### config.mk
export PLATFORM = sky130hd
export DESIGN_NAME = intx_collector
export DESIGN_NICKNAME = d
export VERILOG_FILES = /design/src/rtl/intx_collector.sv
export SDC_FILE = /design/constraint.sdc
export NUM_CORES = 1
export LEC_CHECK = 0
export CAP_MARGIN = 20
export CELL_PAD_IN_SITES_DETAIL_PLACEMENT = 0
export CELL_PAD_IN_SITES_GLOBAL_PLACEMENT = 1
export CORE_AREA = 5 5 253 255
export CTS_CLUSTER_SIZE = 10
export DETAILED_ROUTE_END_ITERATION = 12
export DIE_AREA = 0 0 258 260
export PLACE_DENSITY = 0.69
export SLEW_MARGIN = 20
export SYNTH_ARGS = -nofsm -noshare
export SYNTH_HDL_FRONTEND = slang
export SYNTH_SLANG_ARGS = --single-unit
### constraint.sdc
create_clock -name clk -period 7.4 [get_ports clk]
set_input_delay 0.74 -clock clk [delete_from_list [all_inputs] [get_ports clk]]
set_output_delay 0.74 -clock clk [all_outputs]
set_load 0.01 [all_outputs]
### src/rtl/intx_collector.sv
module intx_collector #(
  parameter int          SRC_W   = 16,
  parameter int          SLOTS   = 8,
  parameter logic [7:0]  AS_BASE = 8'h20,
  parameter logic [7:0]  DS_BASE = 8'h24
) (
  input  logic             clk,
  input  logic             rst_n,
  input  logic             msg_vld,
  input  logic [7:0]       msg_code,
  input  logic [SRC_W-1:0] msg_src,
  output logic [3:0]       up_assert,
  output logic [3:0]       up_deassert,
  output logic [3:0]       pending,
  output logic             code_err,
  output logic             overflow
);
  localparam int LINES = 4;

  logic [7:0] as_off, ds_off;
  logic       is_as, is_ds;
  assign as_off = msg_code - AS_BASE;
  assign ds_off = msg_code - DS_BASE;
  assign is_as  = msg_vld && (as_off < 8'(LINES));
  assign is_ds  = msg_vld && (ds_off < 8'(LINES));

  logic [LINES-1:0] rise, fall, refuse;

  for (genvar l = 0; l < LINES; l++) begin : g_line
    logic [SLOTS-1:0] vld_q, hit, free_1h;
    logic [SRC_W-1:0] ids_q [SLOTS];
    logic             sel_as, sel_ds, take;

    assign sel_as  = is_as && (as_off[1:0] == 2'(l));
    assign sel_ds  = is_ds && (ds_off[1:0] == 2'(l));
    assign free_1h = ~vld_q & (vld_q + 1'b1);
    assign take    = sel_as && (hit == '0) && !(&vld_q);

    always_comb
      for (int s = 0; s < SLOTS; s++)
        hit[s] = vld_q[s] && (ids_q[s] == msg_src);

    always_ff @(posedge clk) begin
      if (!rst_n)      vld_q <= '0;
      else if (take)   vld_q <= vld_q | free_1h;
      else if (sel_ds) vld_q <= vld_q & ~hit;
    end

    always_ff @(posedge clk)
      for (int s = 0; s < SLOTS; s++)
        if (take && free_1h[s]) ids_q[s] <= msg_src;

    assign rise[l]    = take && (vld_q == '0);
    assign fall[l]    = sel_ds && (hit != '0) && ((vld_q & ~hit) == '0);
    assign refuse[l]  = sel_as && (hit == '0) && (&vld_q);
    assign pending[l] = |vld_q;
  end

  always_ff @(posedge clk) begin
    if (!rst_n) begin
      up_assert   <= '0;
      up_deassert <= '0;
      code_err    <= 1'b0;
      overflow    <= 1'b0;
    end else begin
      up_assert   <= rise;
      up_deassert <= fall;
      code_err    <= msg_vld && !is_as && !is_ds;
      overflow    <= |refuse;
    end
  end

  AST_RISE_ASSERT: assert property (@(posedge clk) disable iff (!rst_n)
    (pending & ~$past(pending)) == up_assert);
  AST_FALL_DEASSERT: assert property (@(posedge clk) disable iff (!rst_n)
    ($past(pending) & ~pending) == up_deassert);
  AST_ONE_WAY: assert property (@(posedge clk) disable iff (!rst_n)
    (up_assert & up_deassert) == 4'b0);
  AST_ERR_QUIET: assert property (@(posedge clk) disable iff (!rst_n)
    code_err |-> $stable(pending) && up_assert == 4'b0 && !overflow);
  AST_NO_OVERFLOW: assert property (@(posedge clk) disable iff (!rst_n)
    overflow |-> $stable(pending) && up_assert == 4'b0);
  AST_IDLE_QUIET: assert property (@(posedge clk) disable iff (!rst_n)
    !$past(msg_vld) |-> $stable(pending) && !code_err && !overflow);
endmodule

# Word-level counts from Yosys, hierarchy flattened
# Memory sizes are Yosys's and may differ from the RTL's.
# Cells that the tools add are included.
dict set report totals {
  reg_bits 42
  ram_bits 512
  inputBits 27
  output_inout_bits 14
  word_cells 399
  mem_count 4
}
# name depth word_bits read_ports rd_clocked_by_memory_dff wr line_no
set mem_list {}
lappend mem_list {{g_line[0].ids_q} 8 16 8 0 1 31} ;# logic [SRC_W-1:0] ids_q [SLOTS];
lappend mem_list {{g_line[1].ids_q} 8 16 8 0 1 31}
lappend mem_list {{g_line[2].ids_q} 8 16 8 0 1 31}
lappend mem_list {{g_line[3].ids_q} 8 16 8 0 1 31}
dict set report classes {
  addsub 6
  magnitude_cmp 2
  eq_ne 38
  n_mux 156
  bitwise_logic 20
  n_reduce_logical 165
}
# operator count
set ops {}
lappend ops {{equality test 16 bit} 32}
lappend ops {{2-to-1 mux 16 bit} 28}
lappend ops {{OR reduction 16 bit} 28}
lappend ops {{logical AND 1 bit} 100}
lappend ops {{zero test 8 bit} 12}
lappend ops {{2-to-1 mux 1 bit} 92}
lappend ops {{2-to-1 mux 3 bit} 28}
lappend ops {{AND 8 bit} 8}
lappend ops {{2-to-1 mux 8 bit} 8}
lappend ops {{inverter 8 bit} 8}
lappend ops {{adder 8 x 1 -> 8 bit, second input constant} 4}
lappend ops {{OR 8 bit} 4}
lappend ops {{AND reduction 8 bit} 4}
lappend ops {{nonzero test 8 bit} 4}
lappend ops {{OR reduction 8 bit} 4}
lappend ops {{< comparator 8 x 3 -> 1 bit, second input constant} 2}
lappend ops {{subtractor 8 x 6 -> 8 bit, second input constant} 2}
lappend ops {{equality test 2 bit, second input constant} 4}
lappend ops {{nonzero test 2 bit} 4}
lappend ops {{zero test 1 bit} 6}
lappend ops {{equality test 2 x 1 -> 1 bit, second input constant} 2}
lappend ops {{zero test 2 bit} 2}
lappend ops {{OR reduction 4 bit} 1}

# Logic depth before layout (Yosys ltp)
# Gate-level depths: netlist of run 1.
dict set report depth {
  depth_word 17
  depth_mapped 12
  mapped_depth_nobuf 9
}

# Worst setup path after synthesis of run 1
# OpenSTA, ideal clock, no wires.
dict set report synth_path {
  path_kind {input port to flip-flop}
  startpoint {in msg_src[4]}
  endpoint {mem g_line[0].ids_q[5][0], in the netlist g_line[0].ids_q[1][16], enable pin}
  setup_ns 0.430
  arrival_ns 4.103
  required_time_ns 6.970
  setup_slack_ns 2.867
  stages 11
  path_buffers 4
  path_cell_list {buf_4 buf_12 xor2_1 nor4_1 nand4_1 o22ai_1 or4_1 buf_2 or2_2 clkbuf_1 nor4_1}
}
dict set report synth_via {
  elab_chain_cells 16
  elab_cells_between_ends 64
  classes_between {8 x eq/ne; 30 x mux; 26 x reduce/logical}
}
# element line_no
set synth_rtl {}
lappend synth_rtl {{start, declared} 11} ;# input logic [SRC_W-1:0] msg_src,
lappend synth_rtl {{equality test 16 bit} 41} ;# hit[s] = vld_q[s] && (ids_q[s] == msg_src);
lappend synth_rtl {{logical AND 1 bit} 41}
lappend synth_rtl {{zero test 8 bit *} 37} ;# assign take = sel_as && (hit == '0) && !(&vld_q);
lappend synth_rtl {{logical AND 1 bit * (2 in a row)} 37}
lappend synth_rtl {{logical AND 1 bit} 51} ;# if (take && free_1h[s]) ids_q[s] <= msg_src;
lappend synth_rtl {{2-to-1 mux 1 bit} 51}
lappend synth_rtl {{2-to-1 mux 1 bit (not written as such)} 51}
lappend synth_rtl {{OR reduction 16 bit (no source line)} --}
lappend synth_rtl {{2-to-1 mux 3 bit (no source line) / 2-to-1 mux 1 bit (equally long branches) (7 in a row)} --}
lappend synth_rtl {{end, declared} 31}
# Every way passes the cells marked *; elsewhere a longest branch is shown, timed or not.

# Final worst setup path of run 1
dict set report layout_path {
  startpoint {in msg_src[1]}
  endpoint {mem g_line[2].ids_q[1][12], in the netlist g_line[2].ids_q[0][28], enable pin}
}
dict set report layout_via {
  elab_chain_cells 16
  elab_cells_between_ends 64
  classes_between {8 x eq/ne; 30 x mux; 26 x reduce/logical}
}
# element line_no
set layout_rtl {}
lappend layout_rtl {{equality test 16 bit} 41}
lappend layout_rtl {{logical AND 1 bit} 41}
lappend layout_rtl {{zero test 8 bit *} 37}
lappend layout_rtl {{logical AND 1 bit * (2 in a row)} 37}
lappend layout_rtl {{logical AND 1 bit} 51}
lappend layout_rtl {{2-to-1 mux 1 bit} 51}
lappend layout_rtl {{2-to-1 mux 1 bit (not written as such)} 51}
lappend layout_rtl {{OR reduction 16 bit (no source line)} --}
lappend layout_rtl {{2-to-1 mux 3 bit (no source line) / 2-to-1 mux 1 bit (equally long branches) (7 in a row)} --}
lappend layout_rtl {{end, declared} 31}
# Marked as above.

==> reports/metrics.cfg, run 1 <==
[status]
status = completed

[yosys]
ys.warnings.count = 0
yosysSeqAreaShare = 0.669
yosysUniqueCellTypes = 57
syn_area_per_cell_um2 = 15.0
async_flop_share = 0
synth_fp_nets = 1649
syn_area_um2 = 24200
ys.flop_type = edfxtp_1
ys_top_cells_by_area = edfxtp_1 (63%), xor2_1 (16%), nor4_1 (3.5%)
syn_inst = 1620
synth_seq_cells = 554
synth-edff-count = 512
synth_top_area_cell = edfxtp_1
netlist.area_leader.share = 0.634

[worst_setup_path]
arrival_ns = 4.34
cpPeakStageDelay_ns = 0.73
cp.required_ns = 7.59
end_kind = register
r2r_end = g_line[2].ids_q[0][28]
critPathTopFamily = simple AND/OR/NAND/NOR gates
regToRegSetupSlack_ns = 4.08
path_class = in2reg
r2r_start = g_line[2].ids_q[1][47]
path_max_fanout = 49
path_buf_inv = 2
start_kind = input pin
crit_path_frequent_cell = buf_4
r2r_cells = 7
cp_slowest_cell = and3_1
path_cells = buf_4 -> buf_4 -> xor2_1 -> nor4_1 -> nand4_1 -> o22ai_1 -> or4_1 -> nor3b_2 -> and3_1

[sta]
timing.final.ws_setup_ns = 3.24
finalCritPeriodShare = 0.562
worst_pin_slew_ns = 1.01
grt_setup_unrepaired = false
fin_crit_ns = 4.16
slew_headroom = 0.330
fin_setup_tns_ns = 0
hold_violations = 0
setup_viol = 0
slew_violations = 0
fmax_mhz = 240
fin_skew_ns = 0.0284

[clock_tree]
clk_pin_slew_ns = 0.05
cts_tree = yes
cts.sinks = 554
cts_made_buffers = 66
ctsHoldBuffers = 0
cts.path.max_buffers = 3
htree_levels = 3
cts_setup_buffers = 0
cts-root-buf = clkbuf_16
cts_resized = 0
insertion_delay_ns = 0.58

[die]
die_x_um = 258
start_util = 0.395
dieHeight_um = 260
core_region_area_um2 = 61400
placementRows = 91
fp.dieArea_um2 = 67100
pin_count = 41

[final_layout]
final_layout_size_suffix_gt1_frac = 0.0972
nNetsFinal = 1716
antennaDiodeCount = 0
multi_input_area_um2 = 7270
final.fill_count = 5323
regArea_um2 = 16200
final_core_util = 0.444
syn2layout_area_growth_pct = 12.3

[drt]
totalWireLength_um = 51400
avgRoutedWirePerCell_um = 20.4
vias_per_cell = 5.11
num_vias = 12900
drtIter0Drc = 943
drtAntennaViolNets = 0
drc = 0
firstDrtPassIters = 5

[global_route]
first_global_vias = 13200
antenna_found_initial = 0
grtUsageTotal = 0.153
overflow = 0
grt_max_degree = 65
grt_pass1_wl_um = 79800

[placement]
place_ws_ns = 2.34
dpl.hpwl_um = 29500
place_congestion = 0.804
port_buffers = 40

[hold_path]
min_path_cells = 2
min_to = g_line[0].vld_q[4]
min_from = g_line[0].vld_q[4]
hold_path_class = reg2reg

[pwr]
p_leak_nw = 8.80
ir_worst_vdd_v = 0.000150
fin_total_pwr_mw = 6.62
power.density_nw_per_um2 = 243

[run]
max_cap_violations = 0

-- synthesized netlist by cell type (2+ instances only) --
master	count
edfxtp_1	512
xor2_1	450
nor4_1	137
xnor2_1	64
nand4_1	53
dfxtp_1	42
nand2_1	40
nor2_1	37
inv_1	32
buf_4	26
buf_6	20
nor3_1	17
nand3_1	16
a21oi_1	15
clkbuf_1	15
o21ai_0	15
buf_8	12
o22ai_1	12
a31oi_1	7
and2_1	6
and3_1	6
nor3_2	6
o21a_1	6
a221o_1	5
a22oi_1	5
buf_12	5
buf_2	5
o31ai_1	5
or4_1	5
nor3b_1	4
or3_1	4
nand2b_1	3
or2_2	3
a211o_1	2
a31o_2	2
ha_1	2
o211ai_1	2
o22a_1	2
o31a_1	2
-- layer usage --
metal	share of wire	global-route usage	vias to the layer above
li1	-	-	6073
met1	0.47	0.220	6454
met2	0.46	0.239	275
met3	0.043	0.0247	72
met4	0.019	0.0473	0
met5	0	0	-
-- worst register-to-register path: stages, from the launching register on --
cell	delay, ns
edfxtp_1	0.37
xor2_1	0.16
nor4_1	0.08
nand4_1	0.19
o22ai_1	0.12
or4_1	0.68
nor3b_2	0.58
and3_1	0.73
-- logic make-up (layout without fill, tap and decap cells) --
logic type / after synthesis / count (layout) / synth area share
buffers and inverters: 117 / 226 / 0.0377
XOR/XNOR: 514 / 514 / 0.186
AND/OR/NAND/NOR: 342 / 342 / 0.0805
flip-flops: 554 / 554 / 0.669
AO/OA/AOI/OAI: 91 / 91 / 0.0259
adder cells (fa/ha/maj): 2 / 2 / 0.00103
-- power breakdown --
group          internal, mW  switching (mW)
logic                0.0904           0.199
clock network          1.74            1.17
registers              3.42        0.000499
-- state kept, by name, summed over array words and instances, names as in the netlist --
name and cells:
code_err 1, g_line.ids_q 512, g_line.vld_q 32, overflow 1, up_assert 4, up_deassert 4
-- layout by cell type (no fill, tap or decap), types with 3 or more instances in the layout --
| master | n |
|---|---|
| edfxtp_1 | 512 |
| xor2_1 | 450 |
| nor4_1 | 129 |
| clkbuf_16 | 70 |
| xnor2_1 | 64 |
| buf_4 | 59 |
| nand4_1 | 53 |
| dfxtp_1 | 42 |
| nand2_1 | 40 |
| clkbuf_1 | 37 |
| nor2_1 | 35 |
| inv_1 | 32 |
| clkdlybuf4s50_1 | 24 |
| nand3_1 | 16 |
| o21ai_0 | 15 |
| a21oi_1 | 15 |
| o22ai_1 | 12 |
| nor3_2 | 12 |
| nor4_2 | 8 |
| a31oi_1 | 7 |
| and2_1 | 6 |
| and3_1 | 6 |
| nor3_4 | 6 |
| o21a_1 | 6 |
| or4_1 | 5 |
| a22oi_1 | 5 |
| nor3_1 | 5 |
| o31ai_1 | 5 |
| a221o_1 | 5 |
| or3_1 | 4 |
| nor3b_1 | 3 |
| or2_2 | 3 |
| nand2b_1 | 3 |
-- metrics by stage --
stage          hold slack (ns)  area, um^2  std cells
2_1_floorplan            0.489       24200       1620
3_3_place_gp             0.545       25200       2408
3_5_place_dp             0.542       25300       2408
4_1_cts                  0.548       27200       2518
5_1_grt                  0.585       27200       2519
6_report                 0.551       27200       2519
-- final cells by class --
cell class	count	share of cell area
clock buffers	107	0.0694
clock inverters	3	0.00106
multi-input cells	949	0.267
repair buffers	84	0.0261
inverters	32	0.00441
well taps	790	0.0363
flip-flops and latches	554	0.596
-- worst max path at each step --
stage	startpoint	to	slack, ns	cells past startpoint
after global routing	msg_src[1]	g_line[2].ids_q[0][28]	2.98	9
after CTS	msg_src[1]	g_line[2].ids_q[0][37]	2.93	9
after floorplan	msg_src[4]	g_line[0].ids_q[1][16]	2.87	11
final	msg_src[1]	g_line[2].ids_q[0][28]	3.24	9
after detailed placement	msg_src[1]	g_line[2].ids_q[0][43]	2.34	9
after global placement	msg_src[8]	g_line[0].ids_q[0][0]	2.39	9
(Power assumes the default switching activity.)
==> run 2: changes to the inputs <==
Settings changed: PLACE_DENSITY 0.69 to 0.71.
Clock period 7.4 ns to 3.52 ns, I/O delays scaled along.
==> run 2 against run 1 <==
Wire length up 2.7%. Combinational power up 150%. Count of clock-buffer cells in the layout up 10. Cell count up 2.9%. Critical path depth up 1. Sequential power up 110%. Hold slack worse by 0.48 ns. Register-to-register slack worse by 3.5 ns. Power up 120%. Setup slack worse by 2.8 ns. Largest cell class unchanged.
==> reports/metrics.cfg, run 2 (synthesized netlist as in run 1, its figures left out) <==
[status]
status = completed

[worst_setup_path]
crit_end = up_deassert[2]
critical_path.startpoint = msg_code[5]
path_class = in2reg
end_kind = register
regToRegSetupSlack_ns = 0.54  ; -3.54 ns
cp.required_ns = 4.04  ; -3.55 ns
path_max_fanout = 5  ; -90%
r2r_start = g_line[2].ids_q[1][58]
r2r_end = up_deassert[2]
r2r_cells = 8  ; +1
arrival_ns = 3.63  ; -0.71 ns
start_kind = input pin

[die]
placementRows = 91  ; unchanged
pin_count = 41  ; unchanged
dieHeight_um = 260  ; unchanged
start_util = 0.395  ; unchanged
fp.dieArea_um2 = 67100  ; unchanged
die_x_um = 258  ; unchanged
core_region_area_um2 = 61400  ; unchanged

[global_route]
grt_max_degree = 45  ; -31%
grtUsageTotal = 0.156  ; +0.00335
overflow = 0  ; unchanged
grt_pass1_wl_um = 81200  ; +1.8%
first_global_vias = 13600  ; +3.5%
antenna_found_initial = 1  ; +1

[sta]
timing.final.ws_setup_ns = 0.413  ; -2.83 ns
hold_slack_ns = 0.0697  ; -0.482 ns
hold_violations = 0  ; unchanged
worst_pin_slew_ns = 0.860  ; -0.145 ns
fmax_mhz = 322
finalCritPeriodShare = 0.883
slew_headroom = 0.412  ; +0.0820
grt_setup_unrepaired = false
fin_crit_ns = 3.11
fin_skew_ns = 0.0153  ; -0.0131 ns
setup_viol = 0  ; unchanged
slew_violations = 0  ; unchanged

[final_layout]
final_core_util = 0.462  ; +0.0189
top_register = g_line.ids_q
final_layout_size_suffix_gt1_frac = 0.130  ; +0.0328
reg_top3 = g_line.ids_q x512, g_line.vld_q x32
syn2layout_area_growth_pct = 17.1
layout_commonest_cell = edfxtp_1
final.fill_count = 5273  ; -0.94%
antennaDiodeCount = 0  ; unchanged
largest_register_ffs = 512  ; unchanged
most-common-layout-cells = edfxtp_1 (512), xor2_1 (450), nor4_1 (129)
nNetsFinal = 1779  ; +3.7%
fin_cells = 2591  ; +2.9%

[run]
max_cap_violations = 0  ; unchanged

[pwr]
p_leak_nw = 9.36  ; +6.3%
ir_worst_vdd_v = 0.000256  ; +71%
fin_total_pwr_mw = 14.2  ; +120%
power.density_nw_per_um2 = 502  ; +110%

[clock_tree]
cts_setup_buffers = 0  ; unchanged
cts_tree = yes
htree_levels = 3  ; unchanged
ctsHoldBuffers = 0  ; unchanged
cts_resized = 0  ; unchanged
cts-root-buf = clkbuf_16
insertion_delay_ns = 0.58  ; about the same
cts.sinks = 554  ; unchanged
clk_pin_slew_ns = 0.05  ; about the same
cts_made_buffers = 66  ; unchanged
cts.path.max_buffers = 3  ; unchanged

[hold_path]
hold_path_class = in2reg
min_path_cells = 1  ; -1

[placement]
place_ws_ns = -0.203  ; -2.54 ns
place_congestion = 0.841  ; +4.7%
dpl.cell_count = 2472  ; +2.7%
port_buffers = 40  ; unchanged
dpl.hpwl_um = 32900  ; +11%

[drt]
drc = 0  ; unchanged
avgRoutedWirePerCell_um = 20.4  ; -0.17%
num_vias = 13300  ; +3.5%
vias_per_cell = 5.14  ; +0.58%
drtAntennaViolNets = 0  ; unchanged
firstDrtPassIters = 5  ; unchanged
totalWireLength_um = 52800  ; +2.7%
drtIter0Drc = 1193  ; +27%

## run 2: cell types whose count changed in the layout (fill, tap and decap cells not counted), sizes merged
cell and delta:
buf +63, clkbuf +10, clkinv -1
## run 2: layout make-up
class	count	area, um^2	area share
timing repair buffer	147	1790	0.0630
multi-input combinational	949	7240	0.255
inverter	32	120	0.00423
tap	790	988	0.0348
clock buffer	117	2020	0.0712
clock inverter	2	8.76	0.000309
sequential	554	16200	0.571
## run 2: worst max-delay path, stage by stage
cell and delay [ns]:
clkdlybuf4s50_1 0.50, nor3b_1 0.28, buf_4 0.19, and3b_1 0.35
nand3_1 0.34, a21o_1 0.27, a221oi_1 0.21, nand4_1 0.13
a2111oi_0 0.76, buf_4 0.24
## run 2: worst min path at each step
| stage | to | slack, ns | start |
|---|---|---|---|
| finish | g_line[0].ids_q[0][34] | 0.07 | msg_src[2] |
| global route | g_line[0].ids_q[0][34] | 0.05 | msg_src[2] |
| CTS | g_line[2].ids_q[0][48] | 0.04 | msg_src[0] |
| detailed placement | g_line[1].vld_q[6] | 0.55 | g_line[1].vld_q[6] |
| global placement | g_line[0].vld_q[4] | 0.54 | g_line[0].vld_q[4] |
| floorplan | g_line[0].ids_q[0][0] | 0.45 | msg_src[0] |
## run 2: routing by layer
metal / wire length [um] / GRT usage
met3: 2200 / 0.0256
met5: 0 / 0
met4: 1060 / 0.0463
met2: 25100 / 0.256
met1: 24400 / 0.216
## run 2: through the flow
step | area [um^2] | TNS (ns)
after floorplan | 24300 | -28.03
after global placement | 26400 | -0.210
after detailed placement | 26400 | -0.203
after CTS | 28400 | 0
after global routing | 28400 | 0
final | 28400 | 0
## run 2: power breakdown
part	total (mW)	switching, mW	internal [mW]
sequential	7.19	0.00110	7.19
combinational	0.716	0.449	0.267
clock	6.33	2.47	3.86
